==> src/rtl/gpio_mw_pkg.sv <==
package gpio_mw_pkg;

  localparam int PIN_W   = 8;
  localparam int PORTS   = 4;
  localparam int PORT_AW = $clog2(PORTS);
  localparam int PINS    = PORTS * PIN_W;
  localparam int ADDR_W  = 8;
  localparam int KIND_W  = 3;

  // register kinds, taken from address bits 6:4
  localparam logic [KIND_W-1:0] K_MODE  = 3'd0;
  localparam logic [KIND_W-1:0] K_DRIVE = 3'd1;
  localparam logic [KIND_W-1:0] K_DOUT  = 3'd2;
  localparam logic [KIND_W-1:0] K_SAMP  = 3'd3;

  typedef struct packed {
    logic               hit;
    logic               masked;
    logic [KIND_W-1:0]  kind;
    logic [PORT_AW-1:0] port;
  } addr_dec_t;

  // address split: bit 7 alias, 6:4 kind, 3:2 port, 1:0 must be zero
  function automatic addr_dec_t decode_addr(input logic [ADDR_W-1:0] a);
    addr_dec_t d;
    d.masked = a[7];
    d.kind   = a[6:4];
    d.port   = a[2 +: PORT_AW];
    d.hit    = (a[1:0] == 2'b00) &&
               (int'(a[3:2]) < PORTS) &&
               (a[7] ? (a[6:4] <= K_DOUT) : (a[6:4] <= K_SAMP));
    return d;
  endfunction

  function automatic logic [PIN_W-1:0] merge_masked(
      input logic [PIN_W-1:0] old_v,
      input logic [PIN_W-1:0] new_v,
      input logic [PIN_W-1:0] en);
    return (old_v & ~en) | (new_v & en);
  endfunction

endpackage

==> src/rtl/gpio_mw_decode.sv <==
module gpio_mw_decode
  import gpio_mw_pkg::*;
(
  input  logic                 clk,
  input  logic                 rst_n,
  input  logic                 bus_en,
  input  logic                 bus_we,
  input  logic [ADDR_W-1:0]    bus_addr,
  output logic [PORTS-1:0]     wr_mode,
  output logic [PORTS-1:0]     wr_drive,
  output logic [PORTS-1:0]     wr_dout,
  output logic                 wr_masked,
  output logic                 rd_hit,
  output logic [KIND_W-1:0]    rd_kind,
  output logic [PORT_AW-1:0]   rd_port
);

  addr_dec_t dec;
  logic      wr_go;

  assign dec       = decode_addr(bus_addr);
  assign wr_go     = bus_en && bus_we && dec.hit;
  assign wr_masked = dec.masked;
  assign rd_hit    = bus_en && !bus_we && dec.hit;
  assign rd_kind   = dec.kind;
  assign rd_port   = dec.port;

  generate
    for (genvar p = 0; p < PORTS; p++) begin : g_port_sel
      logic port_match;
      assign port_match  = (dec.port == PORT_AW'(p));
      assign wr_mode[p]  = wr_go && port_match && (dec.kind == K_MODE);
      assign wr_drive[p] = wr_go && port_match && (dec.kind == K_DRIVE);
      assign wr_dout[p]  = wr_go && port_match && (dec.kind == K_DOUT);
    end
  endgenerate


  one_strobe_chk: assert property (@(posedge clk) disable iff (!rst_n)
    $onehot0({wr_mode, wr_drive, wr_dout}));


  read_no_write_chk: assert property (@(posedge clk) disable iff (!rst_n)
    !(bus_en && bus_we) |-> ({wr_mode, wr_drive, wr_dout} == '0));

endmodule

==> src/rtl/gpio_mw_port_regs.sv <==
module gpio_mw_port_regs
  import gpio_mw_pkg::*;
(
  input  logic               clk,
  input  logic               rst_n,
  input  logic               wr_mode,
  input  logic               wr_drive,
  input  logic               wr_dout,
  input  logic               wr_masked,
  input  logic [2*PIN_W-1:0] wdata,
  output logic [PIN_W-1:0]   mode_q,
  output logic [PIN_W-1:0]   drive_q,
  output logic [PIN_W-1:0]   dout_q
);

  logic [PIN_W-1:0] new_v;
  logic [PIN_W-1:0] wr_en_bits;
  logic             any_wr;

  assign new_v      = wdata[PIN_W-1:0];
  assign wr_en_bits = wr_masked ? wdata[2*PIN_W-1:PIN_W] : {PIN_W{1'b1}};
  assign any_wr     = wr_mode || wr_drive || wr_dout;

  always_ff @(posedge clk or negedge rst_n) begin
    if (!rst_n) begin
      mode_q  <= '0;
      drive_q <= '0;
      dout_q  <= '0;
    end else begin
      if (wr_mode)  mode_q  <= merge_masked(mode_q,  new_v, wr_en_bits);
      if (wr_drive) drive_q <= merge_masked(drive_q, new_v, wr_en_bits);
      if (wr_dout)  dout_q  <= merge_masked(dout_q,  new_v, wr_en_bits);
    end
  end


  dout_keep_chk: assert property (@(posedge clk) disable iff (!rst_n)
    (wr_dout && wr_masked) |=>
      (((dout_q ^ $past(dout_q)) & ~$past(wdata[2*PIN_W-1:PIN_W])) == '0));


  drive_keep_chk: assert property (@(posedge clk) disable iff (!rst_n)
    (wr_drive && wr_masked) |=>
      (((drive_q ^ $past(drive_q)) & ~$past(wdata[2*PIN_W-1:PIN_W])) == '0));


  idle_hold_chk: assert property (@(posedge clk) disable iff (!rst_n)
    !any_wr |=> $stable({mode_q, drive_q, dout_q}));

endmodule

==> src/rtl/gpio_mw_sync.sv <==
module gpio_mw_sync #(
  parameter int W      = 32,
  parameter int STAGES = 2
) (
  input  logic         clk,
  input  logic         rst_n,
  input  logic [W-1:0] d,
  output logic [W-1:0] q
);

  logic [W-1:0] stage_q [STAGES];
  logic         armed_q;

  generate
    for (genvar s = 0; s < STAGES; s++) begin : g_stage
      if (s == 0) begin : g_first
        always_ff @(posedge clk or negedge rst_n)
          if (!rst_n) stage_q[s] <= '0;
          else        stage_q[s] <= d;
      end else begin : g_next
        always_ff @(posedge clk or negedge rst_n)
          if (!rst_n) stage_q[s] <= '0;
          else        stage_q[s] <= stage_q[s-1];
      end
    end
  endgenerate

  always_ff @(posedge clk or negedge rst_n)
    if (!rst_n) armed_q <= 1'b0;
    else        armed_q <= 1'b1;

  assign q = stage_q[STAGES-1];


  sync_shift_chk: assert property (@(posedge clk) disable iff (!rst_n)
    armed_q |=> (q == $past(stage_q[STAGES-2])));

endmodule

==> src/rtl/gpio_mw_bank.sv <==
module gpio_mw_bank
  import gpio_mw_pkg::*;
#(
  parameter int DATA_W      = 32,
  parameter int SYNC_STAGES = 2
) (
  input  logic              clk,
  input  logic              rst_n,
  input  logic              bus_en,
  input  logic              bus_we,
  input  logic [ADDR_W-1:0] bus_addr,
  input  logic [DATA_W-1:0] bus_wdata,
  output logic [DATA_W-1:0] bus_rdata,
  input  logic [PINS-1:0]   pad_in,
  output logic [PINS-1:0]   pad_out,
  output logic [PINS-1:0]   pad_oe,
  output logic [PINS-1:0]   pin_level
);

  logic [PORTS-1:0]   wr_mode, wr_drive, wr_dout;
  logic               wr_masked;
  logic               rd_hit;
  logic [KIND_W-1:0]  rd_kind;
  logic [PORT_AW-1:0] rd_port;

  logic [PIN_W-1:0]   mode_q  [PORTS];
  logic [PIN_W-1:0]   drive_q [PORTS];
  logic [PIN_W-1:0]   dout_q  [PORTS];
  logic [PINS-1:0]    mode_flat, drive_flat, dout_flat, samp_flat;
  logic [PIN_W-1:0]   rd_byte;
  logic               unused_hi;

  assign unused_hi = ^bus_wdata[DATA_W-1:2*PIN_W];

  gpio_mw_decode u_decode (
    .clk       (clk),
    .rst_n     (rst_n),
    .bus_en    (bus_en),
    .bus_we    (bus_we),
    .bus_addr  (bus_addr),
    .wr_mode   (wr_mode),
    .wr_drive  (wr_drive),
    .wr_dout   (wr_dout),
    .wr_masked (wr_masked),
    .rd_hit    (rd_hit),
    .rd_kind   (rd_kind),
    .rd_port   (rd_port)
  );

  generate
    for (genvar p = 0; p < PORTS; p++) begin : g_port
      gpio_mw_port_regs u_regs (
        .clk       (clk),
        .rst_n     (rst_n),
        .wr_mode   (wr_mode[p]),
        .wr_drive  (wr_drive[p]),
        .wr_dout   (wr_dout[p]),
        .wr_masked (wr_masked),
        .wdata     (bus_wdata[2*PIN_W-1:0]),
        .mode_q    (mode_q[p]),
        .drive_q   (drive_q[p]),
        .dout_q    (dout_q[p])
      );
      assign mode_flat [p*PIN_W +: PIN_W] = mode_q[p];
      assign drive_flat[p*PIN_W +: PIN_W] = drive_q[p];
      assign dout_flat [p*PIN_W +: PIN_W] = dout_q[p];
    end
  endgenerate

  gpio_mw_sync #(.W(PINS), .STAGES(SYNC_STAGES)) u_sync (
    .clk   (clk),
    .rst_n (rst_n),
    .d     (pad_in),
    .q     (samp_flat)
  );

  assign pad_out   = dout_flat;
  assign pad_oe    = drive_flat & mode_flat;
  assign pin_level = (drive_flat & dout_flat) | (~drive_flat & samp_flat);

  always_comb begin
    rd_byte = '0;
    if (rd_hit) begin
      case (rd_kind)
        K_MODE:  rd_byte = mode_q[rd_port];
        K_DRIVE: rd_byte = drive_q[rd_port];
        K_DOUT:  rd_byte = dout_q[rd_port];
        K_SAMP:  rd_byte = samp_flat[int'(rd_port)*PIN_W +: PIN_W];
        default: rd_byte = '0;
      endcase
    end
  end

  always_ff @(posedge clk or negedge rst_n) begin
    if (!rst_n)                 bus_rdata <= '0;
    else if (bus_en && !bus_we) bus_rdata <= {{(DATA_W-PIN_W){1'b0}}, rd_byte};
  end


  read_upper_zero_chk: assert property (@(posedge clk) disable iff (!rst_n)
    (bus_en && !bus_we) |=> (bus_rdata[DATA_W-1:PIN_W] == '0));


  unmapped_read_zero_chk: assert property (@(posedge clk) disable iff (!rst_n)
    (bus_en && !bus_we && !rd_hit) |=> (bus_rdata == '0));


  oe_needs_mode_chk: assert property (@(posedge clk) disable iff (!rst_n)
    $rose(wr_mode[0]) |=> ((pad_oe[PIN_W-1:0] & ~mode_q[0]) == '0));

endmodule

==> config.mk <==
export PLATFORM = sky130hd
export DESIGN_NAME = gpio_mw_bank
export DESIGN_NICKNAME = d
export VERILOG_FILES = /design/src/rtl/gpio_mw_pkg.sv /design/src/rtl/gpio_mw_decode.sv /design/src/rtl/gpio_mw_port_regs.sv /design/src/rtl/gpio_mw_sync.sv /design/src/rtl/gpio_mw_bank.sv
export SDC_FILE = /design/constraint.sdc
export NUM_CORES = 1
export LEC_CHECK = 0
export BUFFER_PORTS_ARGS = -buffer_cell sky130_fd_sc_hd__buf_4
export CORE_ASPECT_RATIO = 0.8
export CORE_MARGIN = 10
export CORE_UTILIZATION = 49
export CTS_CLUSTER_DIAMETER = 80
export DETAILED_ROUTE_END_ITERATION = 7
export PLACE_DENSITY = 0.75
export SLEW_MARGIN = 30
export SYNTH_ARGS = -nofsm -noshare
export SYNTH_HDL_FRONTEND = slang
export SYNTH_SLANG_ARGS = --single-unit
export TNS_END_PERCENT = 20
==> constraint.sdc <==
create_clock -name clk -period 1.2 [get_ports clk]
set_input_delay 0.18 -clock clk [delete_from_list [all_inputs] [get_ports clk]]
set_output_delay 0.18 -clock clk [all_outputs]
set_load 0.01 [all_outputs]
Yosys cells after proc, flatten, opt, wreduce, memory -nomap -nowiden
Index checks and enable logic that the tools add are counted.

Order comparisons: 3. Equal/unequal tests: 6. Shifts and indexed selects: 1. Mux-type cells: 13. Bitwise operators: 32. Reductions and logical operators: 25.

Operators with widths (number): $and 8x8->8 (13); $and 32x32->32 (3); $or 8x8->8 (12); $mux 8 (8); $bmux 8 s2 (3); $not 32->32 (1); $or 32x32->32 (1); $pmux 8 s4 (1); $shiftx 32x6->8 (1); $logic_and 1x1->1 (21); $not 8->8 (1); $eq 3x2->1 const B (2); $le 3x2->1 const B (2); $eq 2x2->1 const B (2); $logic_not 2->1 (2); $eq 3x1->1 const B (1); $ge 3x3->1 const B (1); $logic_not 3->1 (1); $not 2->3 (1); $eq 2x1->1 const B (1); $logic_not 1->1 (1); $mux 1 (1).

Bits in registers: 168. Input port bits: 76. Output and inout port bits: 128.

Depth between registers and ports, before layout
Depth after elaboration: 6. Gate-level depth with buffers: 6. Depth with buffers taken out: 4.

By module
A second synthesis with hierarchy kept.

Cell total of the unflattened synthesis: 674. Area total of the unflattened synthesis: 8269.2 um^2.

By module, submodules not included: gpio_mw_port_regs (times used 4, cells each 83, area an instance 1026.0 um^2); gpio_mw_bank (times used 1, cells each 217, area an instance 2128.3 um^2); gpio_mw_sync (times used 1, cells each 96, area an instance 1841.8 um^2); gpio_mw_decode (times used 1, cells each 29, area an instance 195.2 um^2).

Worst setup path before layout
No wires, ideal clock.

Path type: input -> register. Start point: input bus_addr[6]. End point: register with a tool-made name. Arrival: 1.681 ns. Slack: -0.609 ns. Stages on the path: 5. Cells stage by stage: or4_4 -> or3_1 -> buf_6 -> nor2_4 -> mux2_1.

RTL lines: start: declaration (line gpio_mw_bank.sv:11) `input logic [ADDR_W-1:0] bus_addr,`.

==> impl_metrics.csv <==
group,metric,value,unit
die,die_w,162,um
global_route,grt_pass1_vias,7291,
cts,clk_path_buf_depth,2,
place,gp_congestion,0.914,
die,core_area,15900,um2
logic_synthesis,syn_area_per_cell,12.3,um2
global_route,grt_start_max_net_pins,62,
sta,min_period_over_period,1.29,
logic_synthesis,yosysUniqueCellTypes,40,
route,drc,0,
power_and_ir_drop,powerDensity,1070,nW/um2
sta,skew,9.64,ps
finish,final_util,0.798,
finish,final_nets,1083,
sta,timing.hold.ws,75.9,ps
die,die_y,134,um
outcome,violations,"setup timing",
setup_path,required,1020,ps
logic_synthesis,ys_top_cells_by_area,"dfrtp_1 (53%), mux2_2 (15%), mux2i_1 (8.1%)",
finish,drive_above_1_share,0.571,
finish,diodes,0,
sta,fin_ws,-346,ps
sta,fmax,647,MHz
finish,final_cells,1235,
route,first_pass_iters,5,
setup_path,start_kind,"flop",
die,start_util,0.502,
route,drtIter0Drc,496,
logic_synthesis,synthFlopType,"dfrtp_1",
power_and_ir_drop,p_leak,0.00617,uW
setup_path,crit_fanout,2,
die,die_area,21800,um2
hold_path,hp-class,"in2reg",
flow_run,cap_viol_max_count,0,
setup_path,critPathCaptureType,"output pin",
setup_path,crit_arrival,1370,ps
finish,fill_cells,909,
logic_synthesis,yosys_warnings,0,
die,io_pins,204,
logic_synthesis,synthCells,649,
place,dp.cells,1105,
setup_path,criticalPathCategory,"reg2out",
cts,htree_levels,4,
finish,syn2layout_area_growth,59.1,%
sta,slew_violations,0,
global_route,grt_pass1_wl,42600,um
cts,cts_tree,"yes",
logic_synthesis,synth_area,7950,um2
die,placementRows,41,
place,dp_hpwl,18500,um
outcome,status,"finished with violations",
logic_synthesis,ys_ff_latch,168,
power_and_ir_drop,irDropWorstVdd,0.929,mV
logic_synthesis,async_flop_share,1.00,
cts,cts_buffers,17,
logic_synthesis,yosysTopAreaCell,"dfrtp_1",
cts,clk_latency,440,ps
sta,setup_viol,175,
route,ant_nets,0,
logic_synthesis,synth_top_area_frac,0.529,
finish,layout_commonest_cell,"buf_6",
place,io_buffers,163,
cts,cts.sinks,168,
sta,slew_headroom,0.479,
global_route,grtUsageTotal,0.251,
sta,layout_min_cycle_time,1550,ps
place,post_dp_cell_area,10200,um2
finish,mostFrequentLayoutCells,"buf_6 (172), dfrtp_1 (161), buf_4 (161)",
global_route,antenna_found_initial,0,
cts,cts_root_buffer,"clkbuf_16",
logic_synthesis,ys_seq_area_frac,0.529,
finish,stdcell_area,12600,um2
cts,clk_pin_slew,70,ps
sta,grt_setup_unrepaired,"true",
sta,tightest_slew,780,ps
route,routed_wl,28300,um
sta,hold_viol,0,
global_route,overflow,0,
route,routed_via_density,5.46,
logic_synthesis,synth-edff-count,0,
route,wl_per_cell,22.9,um
route,vias,6742,
## cell usage after synthesis, types with 2 or more instances
library cell	number
dfrtp_1	168
mux2_2	103
mux2i_1	64
nand2_1	64
and2_1	32
o22ai_1	32
buf_4	26
mux2_1	25
nor2_1	24
clkbuf_1	17
nor2_2	15
nand2b_1	9
nor4_1	9
buf_2	8
nor2b_1	8
o21ai_1	8
nor3_4	5
buf_1	4
nand4b_1	3
or3_1	3
or4b_1	2
or4bb_1	2
## kinds of logic (layout without fill, tap and decap cells)
logic type / Yosys count / count (layout) / synth area share
other: 1 / 24 / 0.000472
muxes: 192 / 192 / 0.262
buffers and inverters: 57 / 405 / 0.0414
DFF: 168 / 168 / 0.529
and+or+nand+nor: 190 / 190 / 0.136
AOI/OAI and AO/OA: 41 / 41 / 0.0315
## final cells by class
type,count,area (um2),area share
Multi-Input combinational cell,447,3990,0.315
Timing Repair Buffer,372,3590,0.284
Inverter,1,3.75,0.000297
Sequential cell,168,4210,0.333
Clock inverter,11,115,0.00910
Tap cell,215,269,0.0213
Clock buffer,21,470,0.0372
## repair_timing
action / in CTS / in global routing
endpoints found under the hold margin: 200 / 0
setup buffers: 36 / 31
pin swaps: 19 / 13
hold buffers: 33 / 0
gates resized for setup: 224 / 67
setup endpoints to repair: 189 / 196
## power by group
group          switching, uW  total, uW  leakage, uW  internal, uW
Sequential               189       6090      0.00217          5900
Clock                   2410       5470     0.000280          3060
Combinational            866       1930      0.00372          1070
## final timing paths
kind | startpoint | to | slack (ps) | cells after the start
worst max-delay path | flop | pin_level[13] | -350 | 3
worst max register to register | flop | bus_rdata[3]$_DFFE_PN0P_ | -130 | 5
min in group asynchronous | rst_n | u_sync.q[5]$_DFF_PN0_ | 140 | 2
max in group asynchronous | rst_n | asynchronous set/reset pin | 470 | 3
worst min register to register | u_sync.stage_q[57]$_DFF_PN0_ | u_sync.q[25]$_DFF_PN0_ | 350 | 0
worst min-delay path | bus_wdata[4] | flop | 80 | 2
## per-stage QoR
stage                     setup TNS [ps]  setup slack, ps  power (uW)
after detailed placement          -66730             -883        7580
after CTS                         -34540             -348       13400
final                             -37180             -346       13500
after global placement            -64860             -837        7540
after floorplan                   -37820             -575        6820
after global routing              -42230             -382       13900
## critical path, cell delays in order, from the launching register on
cell	delay [ps]
dfrtp_1	390
buf_6	120
mux2_4	300
buf_6	120
## routing by layer
layer,vias to the layer above,part of all wire,track usage
li1,2950,-,-
met1,3420,0.41,0.323
met2,314,0.48,0.397
met3,58,0.086,0.0728
met4,0,0.022,0.0868
met5,-,0,0
Power figures use the tool's default switching activity.
